<file path="src/rtl/sfr_pkg.sv">
package sfr_pkg;

   typedef enum logic [2:0] {
      ST_OPC,
      ST_ADDR,
      ST_DUMMY,
      ST_DATA,
      ST_IGNORE
   } sfr_state_e;

   localparam logic [7:0] CODE_SLOW  = 8'h03;
   localparam logic [7:0] CODE_FAST  = 8'h0B;
   localparam logic [7:0] CODE_MAXF  = 8'h1B;

   function automatic logic code_known(input logic [7:0] code);
      return (code == CODE_SLOW) || (code == CODE_FAST) || (code == CODE_MAXF);
   endfunction

   function automatic logic [1:0] pad_bytes(input logic [7:0] code);
      case (code)
         CODE_FAST: return 2'd1;
         CODE_MAXF: return 2'd2;
         default:   return 2'd0;
      endcase
   endfunction

endpackage

</file>
<file path="src/rtl/sfr_sync.sv">
module sfr_sync #(
   parameter int         W       = 1,
   parameter int         STAGES  = 2,
   parameter logic [W-1:0] RST_VAL = '0
) (
   input  logic         clk,
   input  logic         rst_n,
   input  logic [W-1:0] d,
   output logic [W-1:0] q
);

   generate
      if (STAGES < 1) begin : g_bad
         $error("sfr_sync: STAGES must be at least 1");
      end
      if (STAGES == 1) begin : g_one
         logic [W-1:0] r;
         always_ff @(posedge clk or negedge rst_n) begin
            if (!rst_n) r <= RST_VAL;
            else        r <= d;
         end
         assign q = r;
      end else begin : g_chain
         logic [W-1:0] r [STAGES];
         always_ff @(posedge clk or negedge rst_n) begin
            if (!rst_n) begin
               for (int i = 0; i < STAGES; i++) r[i] <= RST_VAL;
            end else begin
               r[0] <= d;
               for (int i = 1; i < STAGES; i++) r[i] <= r[i-1];
            end
         end
         assign q = r[STAGES-1];
      end
   endgenerate

endmodule

</file>
<file path="src/rtl/sfr_cmd_fsm.sv">
module sfr_cmd_fsm
   import sfr_pkg::*;
#(
   parameter int ADDR_W     = 23,
   parameter int ADDR_BYTES = 3
) (
   input  logic              clk,
   input  logic              rst_n,
   input  logic              sck_s,
   input  logic              cs_n_s,
   input  logic              si_s,
   output logic              sck_fall,
   output logic              start,
   output logic [ADDR_W-1:0] start_addr,
   output sfr_state_e        state
);

   localparam int BC_W = $clog2(ADDR_BYTES + 1);
   localparam logic [BC_W-1:0] LAST_BYTE = BC_W'(ADDR_BYTES - 1);

   sfr_state_e        state_q;
   logic              sck_q;
   logic              sck_rise;
   logic [2:0]        bitcnt;
   logic [BC_W-1:0]   bytecnt;
   logic [1:0]        pads_left;
   logic [ADDR_W-1:0] sh;
   logic [ADDR_W-1:0] nxt;
   logic [ADDR_W-1:0] addr_q;
   logic              start_q;
   logic              byte_end;

   assign sck_rise = sck_s & ~sck_q;
   assign sck_fall = ~sck_s & sck_q;
   assign nxt      = {sh[ADDR_W-2:0], si_s};
   assign byte_end = (bitcnt == 3'd7);

   always_ff @(posedge clk or negedge rst_n) begin
      if (!rst_n) begin
         sck_q     <= 1'b0;
         state_q   <= ST_OPC;
         bitcnt    <= '0;
         bytecnt   <= '0;
         pads_left <= '0;
         sh        <= '0;
         addr_q    <= '0;
         start_q   <= 1'b0;
      end else begin
         sck_q   <= sck_s;
         start_q <= 1'b0;
         if (cs_n_s) begin
            state_q <= ST_OPC;
            bitcnt  <= '0;
            bytecnt <= '0;
         end else if (sck_rise) begin
            sh     <= nxt;
            bitcnt <= bitcnt + 3'd1;
            if (byte_end) begin
               case (state_q)
                  ST_OPC: begin
                     if (code_known(nxt[7:0])) begin
                        state_q   <= ST_ADDR;
                        pads_left <= pad_bytes(nxt[7:0]);
                        bytecnt   <= '0;
                     end else begin
                        state_q <= ST_IGNORE;
                     end
                  end
                  ST_ADDR: begin
                     bytecnt <= bytecnt + 1'b1;
                     if (bytecnt == LAST_BYTE) begin
                        addr_q <= nxt;
                        if (pads_left == 2'd0) begin
                           state_q <= ST_DATA;
                           start_q <= 1'b1;
                        end else begin
                           state_q <= ST_DUMMY;
                        end
                     end
                  end
                  ST_DUMMY: begin
                     pads_left <= pads_left - 2'd1;
                     if (pads_left == 2'd1) begin
                        state_q <= ST_DATA;
                        start_q <= 1'b1;
                     end
                  end
                  default: ;
               endcase
            end
         end
      end
   end

   assign start      = start_q;
   assign start_addr = addr_q;
   assign state      = state_q;

endmodule

</file>
<file path="src/rtl/sfr_stream.sv">
module sfr_stream #(
   parameter int ADDR_W = 23
) (
   input  logic              clk,
   input  logic              rst_n,
   input  logic              abort,
   input  logic              start,
   input  logic [ADDR_W-1:0] start_addr,
   input  logic              sck_fall,
   input  logic [7:0]        mem_rdata,
   output logic              mem_rd_en,
   output logic [ADDR_W-1:0] mem_addr,
   output logic              so_bit,
   output logic              drive
);

   logic              armed;
   logic              drive_q;
   logic [2:0]        bitpos;
   logic [7:0]        tx_sh;
   logic [7:0]        hold;
   logic              rd_q;
   logic              rd_wait;
   logic [ADDR_W-1:0] addr_q;
   logic [ADDR_W-1:0] next_addr;

   always_ff @(posedge clk or negedge rst_n) begin
      if (!rst_n) begin
         armed     <= 1'b0;
         drive_q   <= 1'b0;
         bitpos    <= '0;
         tx_sh     <= '0;
         hold      <= '0;
         rd_q      <= 1'b0;
         rd_wait   <= 1'b0;
         addr_q    <= '0;
         next_addr <= '0;
      end else begin
         rd_q    <= 1'b0;
         rd_wait <= rd_q;
         if (rd_wait) hold <= mem_rdata;
         if (abort) begin
            armed   <= 1'b0;
            drive_q <= 1'b0;
            bitpos  <= '0;
         end else if (start) begin
            armed     <= 1'b1;
            bitpos    <= '0;
            rd_q      <= 1'b1;
            addr_q    <= start_addr;
            next_addr <= start_addr + 1'b1;
         end else if (sck_fall && armed) begin
            drive_q <= 1'b1;
            bitpos  <= bitpos + 3'd1;
            if (bitpos == 3'd0) begin
               tx_sh     <= hold;
               rd_q      <= 1'b1;
               addr_q    <= next_addr;
               next_addr <= next_addr + 1'b1;
            end else begin
               tx_sh <= {tx_sh[6:0], 1'b0};
            end
         end
      end
   end

   assign mem_rd_en = rd_q;
   assign mem_addr  = addr_q;
   assign so_bit    = tx_sh[7];
   assign drive     = drive_q;

endmodule

</file>
<file path="src/rtl/sflash_rd_responder.sv">
module sflash_rd_responder
   import sfr_pkg::*;
#(
   parameter int ADDR_W      = 23,
   parameter int ADDR_BYTES  = 3,
   parameter int SYNC_STAGES = 2
) (
   input  logic              clk,
   input  logic              rst_n,
   input  logic              sck,
   input  logic              cs_n,
   input  logic              si,
   output logic              so_data,
   output logic              so_oe,
   output logic              mem_rd_en,
   output logic [ADDR_W-1:0] mem_addr,
   input  logic [7:0]        mem_rdata
);

   generate
      if (ADDR_W < 8 || ADDR_W > ADDR_BYTES * 8) begin : g_bad_addr
         $error("sflash_rd_responder: ADDR_W must lie in 8..ADDR_BYTES*8");
      end
   endgenerate

   logic [2:0]        pins_s;
   logic              sck_s, cs_n_s, si_s;
   logic              sck_fall;
   logic              start;
   logic [ADDR_W-1:0] start_addr;
   logic              drive;
   sfr_state_e        st;

   sfr_sync #(.W(3), .STAGES(SYNC_STAGES), .RST_VAL(3'b010)) u_sync (
      .clk   (clk),
      .rst_n (rst_n),
      .d     ({si, cs_n, sck}),
      .q     (pins_s)
   );

   assign sck_s  = pins_s[0];
   assign cs_n_s = pins_s[1];
   assign si_s   = pins_s[2];

   sfr_cmd_fsm #(.ADDR_W(ADDR_W), .ADDR_BYTES(ADDR_BYTES)) u_fsm (
      .clk        (clk),
      .rst_n      (rst_n),
      .sck_s      (sck_s),
      .cs_n_s     (cs_n_s),
      .si_s       (si_s),
      .sck_fall   (sck_fall),
      .start      (start),
      .start_addr (start_addr),
      .state      (st)
   );

   sfr_stream #(.ADDR_W(ADDR_W)) u_stream (
      .clk        (clk),
      .rst_n      (rst_n),
      .abort      (cs_n_s),
      .start      (start),
      .start_addr (start_addr),
      .sck_fall   (sck_fall),
      .mem_rdata  (mem_rdata),
      .mem_rd_en  (mem_rd_en),
      .mem_addr   (mem_addr),
      .so_bit     (so_data),
      .drive      (drive)
   );

   assign so_oe = drive & ~cs_n;

endmodule

</file>
<file path="config.mk">
export PLATFORM = sky130hd
export DESIGN_NAME = sflash_rd_responder
export DESIGN_NICKNAME = d
export VERILOG_FILES = /design/src/rtl/sfr_pkg.sv /design/src/rtl/sfr_sync.sv /design/src/rtl/sfr_cmd_fsm.sv /design/src/rtl/sfr_stream.sv /design/src/rtl/sflash_rd_responder.sv
export SDC_FILE = /design/constraint.sdc
export NUM_CORES = 1
export LEC_CHECK = 0
export ABC_AREA = 1
export BUFFER_PORTS_ARGS = -buffer_cell sky130_fd_sc_hd__buf_2
export CAP_MARGIN = 15
export CORE_ASPECT_RATIO = 0.7
export CORE_MARGIN = 2
export CORE_UTILIZATION = 55
export DETAILED_ROUTE_END_ITERATION = 8
export PLACE_DENSITY_LB_ADDON = 0.2
export SLEW_MARGIN = 10
export SYNTH_ARGS = -nofsm -noshare
export SYNTH_HDL_FRONTEND = slang
export SYNTH_SLANG_ARGS = --single-unit
</file>
<file path="constraint.sdc">
create_clock -name clk -period 2.1 [get_ports clk]
set_clock_uncertainty 0.1 [all_clocks]
set_input_delay 0.105 -clock clk [delete_from_list [all_inputs] [get_ports clk]]
set_output_delay 0.105 -clock clk [all_outputs]
set_load 0.03 [all_outputs]
</file>
==> reports/metrics.yaml <==
outcome: "complete, no violations"
path_max_fanout: 23
crit_chain: "inv_1 -> ha_2 -> nand2_4 -> inv_2 -> nand2_2 -> a21oi_4 -> inv_2 -> buf_4 -> nor2_1 -> inv_1 -> o21a_1"
grt_pass1_wl_mm: 22.5
synth_seq_cells: 132
synth_area_per_cell_um2: 8.52
grt_pass1_vias: 4735
synth_seq_area_share: 0.542
worst_pin_slew_ns: 0.715
final_layout_size_suffix_gt1_frac: 0.180
wl_per_cell_um: 13.8
pre_cts_slack_ns: 0.0475
r2r_setup_slack_ns: 0.15
antenna_found_initial: 0
drtPass1Iterations: 5
final-setup-viol-count: 0
grt_remaining_overflow: 0
fin_setup_tns_ns: 0
cp_top_family: "buffers and inverters"
fill_cells: 842
track_usage: 0.239
crit_arrival_ns: 2.15
clock.fmax_mhz: 512
initial_utilization: 0.560
die_h_um: 92.1
max-clock-path-buffers: 2
max_cap_viol_count: 0
cp_slowest_stage_delay_ns: 0.38
final_cell_area_mm2: 0.00736
worstPathRequired_ns: 2.30
start_kind: "flop"
hpwlAfterDp_mm: 8.59
place.gp.congestion: 0.938
syn-cell-area_mm2: 0.00610
worstSetupPathType: "reg -> reg"
syn_to_final_growth_pct: 20.7
hold_class: "in -> async"
numCtsBuffers: 17
postSynthCellCount: 716
clock-sinks: 132
ios: 39
finalCritPeriodShare: 0.929
grt_max_degree: 133
antennaDiodeCount: 0
num_rows: 32
synth_nets: 737
cp_num_buf_inv: 5
cp_slowest_cell: "dfrtp_1"
fp.dieArea_mm2: 0.0120
clk_pin_slew_worst_paths_ns: 0.06
finalNetCount: 799
vias_per_cell: 5.15
drt_iter0_drc: 368
portBuffers: 38
hold_viol_final: 0
num_vias: 4857
yosysWarnings: 0
fin_crit_ns: 1.95
clk_latency_ns: 0.41
ir_worst_vdd_mv: 0.608
layout_setup_ws_ns: 0.148
root_buffer: "clkbuf_16"
p_per_area_mw_per_mm2: 846
fp.dieW_um: 130
drt-total-wl_mm: 13.0
drc: 0
cp-end-kind: "flop"
rsz0062_at_grt: "yes"
relSlewSlack: 0.523
ant_nets: 0
synth_cell_types: 35
htree_levels: 4
slew_violations: 0
p_leak_nw: 3.61
place_area_mm2: 0.00652
cts_tree: "done"
coreArea_mm2: 0.0109
cells in the mapped netlist (all sizes together):
cell      n  area share
nand2   263        0.17
dfrtp   130        0.53
o21ai    83       0.068
inv      71       0.044
nor2     56       0.045
nand3    27       0.024
buf      13       0.018
clkbuf   13      0.0082
nand4     9      0.0092
ha        8       0.016
mux2      8       0.015
o211ai    8      0.0098
a31oi     7      0.0072
nor3      5      0.0041
xor2      5      0.0072
a21oi     2      0.0035
dfstp     2      0.0086
o21a      2      0.0037
or2       2      0.0021
o22ai     1      0.0010
o31ai     1      0.0012
routing by layer:
layer	up-vias	GRT usage	routed length, um
met3	12	0.0688	693
met2	126	0.344	5660
met4	0	0.0600	121
li1	2394	-	-
met1	2325	0.356	6540
met5	-	0	0
what timing repair did:
item                                    CTS  global route
gates resized for setup                   0             9
setup buffers                             0             1
hold endpoints to repair                141             0
hold buffers                             12             0
endpoints found under the setup margin    0            20
stage by stage:
step / utilization / hold WS [ns] / total power [mW] / std cells
2_1_floorplan: - / -0.291 / 2.75 / 716
3_3_place_gp: 0.599 / 0.114 / 2.84 / 899
3_5_place_dp: 0.599 / 0.114 / 2.85 / 899
4_1_cts: 0.673 / 0.221 / 6.26 / 943
5_1_grt: 0.676 / 0.220 / 6.42 / 944
6_report: 0.676 / 0.216 / 6.23 / 944
layout by cell type, fill, tap and decap left out, drive strengths merged, types with 9 or more instances in the layout:
| master | n |
|---|---|
| buf | 57 |
| clkbuf | 19 |
| dfrtp | 130 |
| dlygate4sd3 | 12 |
| inv | 71 |
| nand2 | 263 |
| nand3 | 27 |
| nand4 | 9 |
| nor2 | 56 |
| o21ai | 83 |
power breakdown:
part	switching (mW)	internal, mW
Sequential	0.0332	2.59
Combinational	0.132	0.0602
Clock	1.12	2.29
sequential cells by signal, summed over array words and instances (netlist names), 2 cells and up:
signal,flops
u_fsm.bitcnt,3
u_fsm.bytecnt,2
u_fsm.pads_left,2
u_fsm.sh,22
u_fsm.start_addr,23
u_fsm.state,3
u_stream.bitpos,3
u_stream.hold,8
u_stream.mem_addr,23
u_stream.next_addr,23
u_stream.tx_sh,8
u_sync.g_chain.r,3
u_sync.q,3
kinds of logic after synthesis:
family,share of synthesized area
AND/OR/NAND/NOR,0.255
flip-flops,0.542
AO/OA/AOI/OAI,0.0946
buffers and inverters,0.0695
multiplexers,0.0148
adder cells (fa/ha/maj),0.0164
XOR/XNOR,0.00718
worst register-to-register path: stages (launching register included):
cell,delay (ns)
dfrtp_1,0.38
inv_1,0.10
ha_2,0.22
nand2_4,0.10
inv_2,0.07
nand2_2,0.08
a21oi_4,0.24
inv_2,0.08
buf_4,0.22
nor2_1,0.11
inv_1,0.05
o21a_1,0.09
layout make-up:
| type | instances | area [um^2] | area share |
|---|---|---|---|
| clock buffer | 19 | 453 | 0.0615 |
| sequential | 132 | 3310 | 0.449 |
| tap | 153 | 191 | 0.0260 |
| multi-input combinational | 487 | 2390 | 0.325 |
| clock inverter | 13 | 229 | 0.0311 |
| inverter | 71 | 269 | 0.0365 |
| timing repair buffer | 69 | 518 | 0.0704 |
path summary, 6_finish.rpt:
kind,start,endpoint,depth (start not counted)
setup reg to reg,u_stream.bitpos[0],u_stream.mem_addr[0],11
setup / recovery,u_stream.bitpos[0],u_stream.mem_addr[0],11
min in group clk,si,u_sync.g_chain.r[5],2
hold reg to reg,u_sync.g_chain.r[3],u_sync.q[0],0
max in group asynchronous,rst_n,u_fsm.start,3
hold / removal,rst_n,u_fsm.state[2],3
Note: power is estimated with default switching activity, not from simulation.
